**src/rtl/ic_pkg.sv**
```systemverilog
package ic_pkg;

    // Register word indices; behaviour depends on these positions
    typedef enum logic [2:0] {
        SEL_MASK  = 3'd0,
        SEL_PEND  = 3'd1,
        SEL_STEER = 3'd2,
        SEL_CTRL  = 3'd3,
        SEL_EMODE = 3'd4
    } reg_sel_e;

    // Idle-wake state machine
    typedef enum logic [1:0] {
        ST_RUN   = 2'd0,
        ST_SLEEP = 2'd1,
        ST_WAKE  = 2'd2
    } wake_st_e;

endpackage

```
**src/rtl/ic_src_capture.sv**
```systemverilog
module ic_src_capture #(
    parameter int NSRC = 32
) (
    input  logic            clk,
    input  logic            rst_n,
    input  logic [NSRC-1:0] src_i,
    input  logic [NSRC-1:0] emode_i,
    input  logic [NSRC-1:0] clr_i,
    output logic [NSRC-1:0] active_o
);

    for (genvar g = 0; g < NSRC; g++) begin : g_src
        logic src_q;
        logic sticky_q;
        logic rise;

        assign rise = src_i[g] && !src_q;

        always_ff @(posedge clk or negedge rst_n) begin
            if (!rst_n) begin
                src_q    <= 1'b0;
                sticky_q <= 1'b0;
            end else begin
                src_q <= src_i[g];
                if (!emode_i[g])
                    sticky_q <= 1'b0;
                else if (rise)
                    sticky_q <= 1'b1;   // new edge beats a clear
                else if (clr_i[g])
                    sticky_q <= 1'b0;
            end
        end

        assign active_o[g] = emode_i[g] ? sticky_q : src_i[g];

        a_r4_sticky_hold: assert property (@(posedge clk) disable iff (!rst_n)
            (emode_i[g] && sticky_q && !clr_i[g]) |=> sticky_q);

        a_r5_clear_takes: assert property (@(posedge clk) disable iff (!rst_n)
            (emode_i[g] && clr_i[g] && !rise) |=> !sticky_q);
    end

endmodule

```
**src/rtl/ic_regs.sv**
```systemverilog
module ic_regs
    import ic_pkg::*;
#(
    parameter int NSRC = 32,
    parameter int DW   = 32,
    parameter int AW   = 3
) (
    input  logic            clk,
    input  logic            rst_n,
    input  logic [AW-1:0]   addr_i,
    input  logic            wr_i,
    input  logic [DW-1:0]   wdata_i,
    input  logic [NSRC-1:0] pend_i,
    output logic [NSRC-1:0] mask_o,
    output logic [NSRC-1:0] steer_o,
    output logic [NSRC-1:0] emode_o,
    output logic            ctrl_o,
    output logic [NSRC-1:0] clr_o,
    output logic [DW-1:0]   rdata_o
);

    logic wr_mask, wr_steer, wr_ctrl, wr_emode, wr_pend;

    assign wr_mask  = wr_i && (addr_i == AW'(SEL_MASK));
    assign wr_pend  = wr_i && (addr_i == AW'(SEL_PEND));
    assign wr_steer = wr_i && (addr_i == AW'(SEL_STEER));
    assign wr_ctrl  = wr_i && (addr_i == AW'(SEL_CTRL));
    assign wr_emode = wr_i && (addr_i == AW'(SEL_EMODE));

    assign clr_o = wr_pend ? wdata_i[NSRC-1:0] : '0;

    always_ff @(posedge clk or negedge rst_n) begin
        if (!rst_n) begin
            mask_o  <= '0;
            steer_o <= '0;
            emode_o <= '0;
            ctrl_o  <= 1'b0;
        end else begin
            if (wr_mask)  mask_o  <= wdata_i[NSRC-1:0];
            if (wr_steer) steer_o <= wdata_i[NSRC-1:0];
            if (wr_emode) emode_o <= wdata_i[NSRC-1:0];
            if (wr_ctrl)  ctrl_o  <= wdata_i[0];
        end
    end

    always_comb begin
        rdata_o = '0;
        unique case (addr_i)
            AW'(SEL_MASK):  rdata_o[NSRC-1:0] = mask_o;
            AW'(SEL_PEND):  rdata_o[NSRC-1:0] = pend_i;
            AW'(SEL_STEER): rdata_o[NSRC-1:0] = steer_o;
            AW'(SEL_CTRL):  rdata_o[0]        = ctrl_o;
            AW'(SEL_EMODE): rdata_o[NSRC-1:0] = emode_o;
            default:        rdata_o           = '0;
        endcase
    end

    a_r2_mask_write: assert property (@(posedge clk) disable iff (!rst_n)
        wr_mask |=> (mask_o == $past(wdata_i[NSRC-1:0])));

    a_r3_unmapped_inert: assert property (@(posedge clk) disable iff (!rst_n)
        (wr_i && addr_i > AW'(SEL_EMODE)) |=>
            ($stable(mask_o) && $stable(steer_o) && $stable(emode_o) && $stable(ctrl_o)));

endmodule

```
**src/rtl/ic_wake_fsm.sv**
```systemverilog
module ic_wake_fsm
    import ic_pkg::*;
(
    input  logic clk,
    input  logic rst_n,
    input  logic idle_i,
    input  logic qualify_i,
    output logic wake_o
);

    wake_st_e state_q, state_d;

    always_ff @(posedge clk or negedge rst_n) begin
        if (!rst_n) state_q <= ST_RUN;
        else        state_q <= state_d;
    end

    always_comb begin
        state_d = state_q;
        unique case (state_q)
            ST_RUN:   if (idle_i) state_d = ST_SLEEP;
            ST_SLEEP: begin
                if (!idle_i)        state_d = ST_RUN;
                else if (qualify_i) state_d = ST_WAKE;
            end
            ST_WAKE:  if (!idle_i) state_d = ST_RUN;
            default:  state_d = ST_RUN;
        endcase
    end

    always_comb begin
        wake_o = (state_q == ST_WAKE);
    end

    a_r9_wake_needs_idle: assert property (@(posedge clk) disable iff (!rst_n)
        wake_o |-> $past(idle_i));

    a_r10_wake_hold: assert property (@(posedge clk) disable iff (!rst_n)
        (wake_o && idle_i) |=> wake_o);

endmodule

```
**src/rtl/ic_irq_fiq_ctl.sv**
```systemverilog
module ic_irq_fiq_ctl
    import ic_pkg::*;
#(
    parameter int NSRC = 32,
    parameter int DW   = 32,
    parameter int AW   = 3
) (
    input  logic            clk,
    input  logic            rst_n,
    input  logic [AW-1:0]   bus_addr,
    input  logic            bus_wr,
    input  logic [DW-1:0]   bus_wdata,
    output logic [DW-1:0]   bus_rdata,
    input  logic [NSRC-1:0] src_i,
    input  logic            idle_i,
    output logic            irq_o,
    output logic            fiq_o,
    output logic            wake_o
);

    logic [NSRC-1:0] mask_q, steer_q, emode_q, clr_edge, active, pend;
    logic            ctrl_q, qualify;

    ic_regs #(.NSRC(NSRC), .DW(DW), .AW(AW)) u_regs (
        .clk     (clk),
        .rst_n   (rst_n),
        .addr_i  (bus_addr),
        .wr_i    (bus_wr),
        .wdata_i (bus_wdata),
        .pend_i  (pend),
        .mask_o  (mask_q),
        .steer_o (steer_q),
        .emode_o (emode_q),
        .ctrl_o  (ctrl_q),
        .clr_o   (clr_edge),
        .rdata_o (bus_rdata)
    );

    ic_src_capture #(.NSRC(NSRC)) u_cap (
        .clk      (clk),
        .rst_n    (rst_n),
        .src_i    (src_i),
        .emode_i  (emode_q),
        .clr_i    (clr_edge),
        .active_o (active)
    );

    assign pend    = active & mask_q;
    assign qualify = ctrl_q ? (|pend) : (|active);

    always_ff @(posedge clk or negedge rst_n) begin
        if (!rst_n) begin
            irq_o <= 1'b0;
            fiq_o <= 1'b0;
        end else begin
            irq_o <= |(pend & ~steer_q);
            fiq_o <= |(pend & steer_q);
        end
    end

    ic_wake_fsm u_wake (
        .clk       (clk),
        .rst_n     (rst_n),
        .idle_i    (idle_i),
        .qualify_i (qualify),
        .wake_o    (wake_o)
    );

    a_r7_fiq_needs_route: assert property (@(posedge clk) disable iff (!rst_n)
        fiq_o |-> $past(steer_q != '0));

    a_r7_quiet_outputs: assert property (@(posedge clk) disable iff (!rst_n)
        (pend == '0) |=> (!irq_o && !fiq_o));

endmodule

```
**config.mk**
```make
export PLATFORM = sky130hd
export DESIGN_NAME = ic_irq_fiq_ctl
export DESIGN_NICKNAME = d
export VERILOG_FILES = /design/src/rtl/ic_pkg.sv /design/src/rtl/ic_src_capture.sv /design/src/rtl/ic_regs.sv /design/src/rtl/ic_wake_fsm.sv /design/src/rtl/ic_irq_fiq_ctl.sv
export SDC_FILE = /design/constraint.sdc
export NUM_CORES = 1
export LEC_CHECK = 0
export ABC_AREA = 1
export BUFFER_PORTS_ARGS = -buffer_cell sky130_fd_sc_hd__buf_2
export CORE_MARGIN = 4
export CORE_UTILIZATION = 60
export CTS_BUF_LIST = sky130_fd_sc_hd__clkbuf_4
export DETAILED_ROUTE_END_ITERATION = 16
export GPL_ROUTABILITY_DRIVEN = 0
export GPL_TIMING_DRIVEN = 0
export PLACE_DENSITY = 0.79
export SLEW_MARGIN = 25
export SYNTH_ARGS = -nofsm -noshare
export SYNTH_HDL_FRONTEND = slang
export SYNTH_HIERARCHICAL = 1
export SYNTH_SLANG_ARGS = --single-unit
```
**constraint.sdc**
```tcl
create_clock -name clk -period 2.8 [get_ports clk]
set_clock_uncertainty 0.1 [all_clocks]
set_input_delay 0.28 -clock clk [delete_from_list [all_inputs] [get_ports clk]]
set_output_delay 0.28 -clock clk [all_outputs]
set_load 0.02 [all_outputs]
```
# [After elaboration in Yosys (flattened, before gate mapping)]
# Index checks and enable logic that the tools add are counted.
# Widths: inputs -> output; s select.
[word_totals] input_bits=71 register_bits=165
[op_classes] reduce_logical=76 muxes=137 bitwise_logic=4 n_eq_ne=41
[ops] op="$mux 1" n=129
[ops] op="$reduce_or 32->1" n=4
[ops] op="$pmux 31 s4" n=1
[ops] op="$and 32x32->32" n=3
[ops] op="$ne 3x2->1 const B" n=32
[ops] op="$logic_and 1x1->1" n=37
[ops] op="$logic_not 1->1" n=32
[ops] op="$mux 32" n=1
[ops] op="$not 32->32" n=1
[ops] op="$mux 2" n=4
[ops] op="$eq 3x2->1 const B" n=2
[ops] op="$pmux 2 s3" n=1
[ops] op="$pmux 1 s5" n=1
[ops] op="$ne 2x2->1 const B" n=2
[ops] op="$eq 3x1->1 const B" n=1
[ops] op="$eq 3x3->1 const B" n=1
[ops] op="$logic_not 3->1" n=1
[ops] op="$ne 3x3->1 const B" n=1
[ops] op="$reduce_and 3->1" n=1
[ops] op="$eq 2x1->1 const B" n=1
[ops] op="$eq 2x2->1 const B" n=1
[ops] op="$logic_not 2->1" n=1

# [Logic depth before layout (Yosys ltp)]
[depth] ltp_word=7 ltp_mapped=14

# [Hierarchy]
# The synthesis kept the hierarchy.
[by_module_without_submodules] module="ic_regs" seq_area_each_um2=2427.3 n_inst=1 cells_per_inst=689 area_per_inst_um2=5208.7
[by_module_without_submodules] module="ic_src_capture" seq_area_each_um2=1601.5 n_inst=1 cells_per_inst=320 area_per_inst_um2=2682.6
[by_module_without_submodules] module="ic_irq_fiq_ctl" seq_area_each_um2=50.0 n_inst=1 cells_per_inst=246 area_per_inst_um2=1099.8
[by_module_without_submodules] module="ic_wake_fsm" seq_area_each_um2=50.0 n_inst=1 cells_per_inst=13 area_per_inst_um2=97.6

# [Least setup slack after synthesis]
# OpenSTA, ideal clock, no wires.
[synth_path] path_type="in2out" from="in bus_addr[0]" to="out bus_rdata[10]" arrival_time_ns=1.175 path_buffers=3 path_stages=6 t_required_ns=2.420 slack_ns=1.245 cell_sequence="buf_2 -> nor2_4 -> buf_6 -> buf_4 -> nand3_1 -> nand4_1"
[synth_via] elab_chain_cells=2 elab_cells_between_ends=5 cone_classes="eq/ne: 3; mux: 1; reduce/logical: 1"
[synth_rtl] element="from (decl)" line_no="ic_irq_fiq_ctl.sv:10" text="input logic [AW-1:0] bus_addr,"
[synth_rtl] element="$eq 3x3->1, or another cell as far along" line_no="ic_regs.sv:48" text="unique case (addr_i)"
[synth_rtl] element="$pmux 31 s4 (*)" line_no="ic_regs.sv:48"
[synth_rtl] element="to (decl)" line_no="ic_irq_fiq_ctl.sv:13" text="output logic [DW-1:0] bus_rdata,"
# Every way passes the cells marked *; elsewhere a longest branch is shown, timed or not.

# [Worst setup path in the final report]
[layout_path] from="in bus_addr[0]" to="out bus_rdata[16]"
# The elaborated chain is that of the path after synthesis.

==> key figures <==
STA
  • Final period util: 0.8966
  • Worst slew margin: 0.5512
  • Final Setup Violations: 0
  • Final hold vios: 0
  • Max frequency: 398.3 MHz
  • Count of final max-slew check failures: 0
  • Fin Setup TNS: 0 ps
  • Worst Max-Slew Pin Slew: 673.2 ps
  • Post-route minimum period: 2510 ps
  • Worst Hold Slack: 50.40 ps
  • RSZ-0062 raised after global routing: no

Synthesis
  • Top_reg_cell synth: dfrtp_1
  • Yosys reg bits: 165
  • Post-synth top area share: 0.4543
  • Post-synth EDFFs: 0
  • Seq/Total Area, Yosys: 0.4543
  • Ys async rst share: 1.000
  • Syn Area/Cell: 7.168 µm²
  • Post-synthesis instance area: 9089 µm²
  • Yosys warning count: 6
  • Syn nets: 1339
  • Synth Instances: 1268
  • Post-synth cell types: 26
  • Main area contributors after synthesis: dfrtp_1 45%, nand2_1 14%, nand3_1 11%
  • Top cell type by total area after synthesis: dfrtp_1

Pwr
  • Leak: 0.005840 µW
  • Max VDD drop: 0.3910 mV
  • PwrDens: 549.6 nW/µm²

Floorplan
  • Initial Util: 0.6183
  • DIE HEIGHT: 131.1 µm
  • Core ar.: 14700 µm²
  • I/O pin count: 106
  • Die Wd: 131.1 µm
  • # rows: 44
  • DIE AREA: 17180 µm²

Worst hold path
  • HP Class: primary input to flip-flop

Placement
  • Placed cell count: 1556
  • Port bufs: 103
  • DPL Wire Length: 17530 µm

Setup path
  • Slowest-stage cell, CP: dlygate4sd3_1
  • CP Capture Type: output pin
  • Crit-path max FO: 10
  • Crit path required time: 2420 ps
  • Delay of the slowest critical-path stage: 550 ps
  • WS Path Type: primary input to output pin
  • CP arrival: 2130 ps
  • CP startpoint kind: primary input
  • Worst-path cell chain: dlygate4sd3_1 > buf_2 > inv_2 > clkbuf_1 > nand3_1 > nand4_1 > buf_2
  • CP dominant cell by count: buf_2

Clocking
  • Post-CTS sizing: 0
  • CTS tree: built
  • Root Driver: clkbuf_4
  • Clock Latency Late Sink: 580 ps
  • Post-CTS Hold Fix Bufs: 69
  • H-tree depth: 4
  • Clock sink total: 165
  • Post-CTS Setup Repair Bufs: 0
  • Clock buffer depth: 2
  • Clock Pin Slew Worst Setup and Hold Paths: 160 ps
  • Number of CTS-inserted buffers: 17

Global route
  • First-pass GRT wire length: 42120 µm
  • Vias in the first global route: 8638
  • Total track usage: 0.3166
  • Antenna violations before repair: 1
  • Largest net degree at the start of global routing: 93
  • Total congestion overflow: 0

Detailed routing
  • Routed WL: 26070 µm
  • Starting DRC count in detailed routing: 864
  • Residual DRC count: 0
  • TritonRoute pass-1 iters: 6
  • DRT antenna net count: 0
  • Drt wl/cell: 15.71 µm
  • Via Count: 9148
  • DR vias/cell: 5.514

Final layout
  • Final #Nets: 1531
  • Fill cell count: 1198
  • Register Area: 4129 µm²
  • Share of layout cells above drive strength 1: 0.1575
  • Final Util: 0.7384
  • Multi-input logic area: 3896 µm²
  • Area Growth Syn to Fin: 19.42%
  • Post-Layout Cell Count: 1659

Flow run
  • Number of max-cap violations: 0

Outcome
  • Status: complete, no violations
[cell usage after synthesis (4+ instances only)]
| cell | count |
|---|---|
| nand2_1 | 338 |
| nand3_1 | 199 |
| inv_1 | 168 |
| dfrtp_1 | 165 |
| nor2_1 | 88 |
| o21ai_0 | 88 |
| o21ai_1 | 55 |
| nand4_1 | 33 |
| nand2_2 | 30 |
| clkbuf_1 | 22 |
| inv_2 | 21 |
| buf_4 | 11 |
| buf_6 | 10 |
| buf_2 | 8 |
| o22ai_1 | 6 |
| buf_1 | 4 |
| nor2_2 | 4 |
| nor2_4 | 4 |
[kinds of logic after synthesis]
group           synth area share
simple gates              0.3449
buf+inv                   0.1170
flops                     0.4543
compound gates           0.08384
[final timing paths]
| path | depth (start not counted) | startpoint | to | slack (ps) |
|---|---|---|---|---|
| max in group asynchronous | 3 | rst_n | u_cap/g_src[2].sticky_q$_DFFE_PN0P_ | 1590 |
| setup / recovery | 7 | bus_addr[0] | bus_rdata[16] | 290 |
| hold / removal | 4 | bus_addr[2] | u_regs/emode_o[31]$_DFFE_PN0P_ | 50 |
| hold reg to reg | 3 | u_cap/g_src[13].src_q$_DFF_PN0_ | u_cap/g_src[13].sticky_q$_DFFE_PN0P_ | 390 |
| min in group asynchronous | 2 | rst_n | u_regs/emode_o[24]$_DFFE_PN0P_ | 190 |
| setup reg to reg | 12 | u_regs/emode_o[7]$_DFFE_PN0P_ | u_wake/state_q[1]$_DFFE_PN0P_ | 980 |
[placed cells by master, fill, tap and decap left out, drive strengths merged]
cell type,netlist,routed
o22ai,6,6
diode,0,2
dlygate4sd3,0,69
nor3,3,3
nand3b,1,1
clkinv,0,3
dfrtp,165,165
bufinv,0,1
o21ai,144,144
clkinvlp,0,1
clkbuf,25,42
inv,190,200
buf,33,137
nor2,96,96
nand3,200,200
nand4,33,33
nand2,370,370
or2,2,2
[stage by stage]
stage	total power [µW]	setup WS, ps	instance area (µm²)
finish	5966	289.6	10850
CTS	5966	358.1	10850
global route	6345	195.0	10850
floorplan	3941	1245	9089
detailed placement	4478	885.1	9872
global placement	4425	-1207	9834
[worst max-delay path: cells and delay by family]
kind	cells	cell delay [ps]
buffers and inverters	5	1560
and+or+nand+nor	2	270
[layer usage]
metal	vias up	wire length [µm]	global-route usage
li1	4422	-	-
met1	4205	10880	0.4254
met2	439	12230	0.5075
met3	82	2126	0.06078
met4	0	831	0.1295
met5	-	0	0
[registers in the layout, summed over array words and instances (netlist names), 2 cells and up]
signal,cells
u_regs/mask_o,32
u_cap/g_src.src_q,32
u_regs/steer_o,32
u_cap/g_src.sticky_q,32
u_regs/emode_o,32
u_wake/state_q,2
[power by group]
part | total [µW] | switching (µW) | internal, µW
Clock | 1430 | 951 | 483
Sequential | 3070 | 343 | 2730
Combinational | 1460 | 932 | 526
[final cells by class]
| cell class | count | area share |
|---|---|---|
| sequential | 165 | 0.3804 |
| multi-input combinational | 855 | 0.3590 |
| timing repair buffer | 173 | 0.1146 |
| inverter | 190 | 0.06594 |
| buffer | 58 | 0.03205 |
| tap | 184 | 0.02121 |
| clock inverter | 15 | 0.01464 |
| clock buffer | 17 | 0.01176 |
| antenna | 2 | 0.0004611 |
No activity file was read; power rests on OpenSTA's default activity.
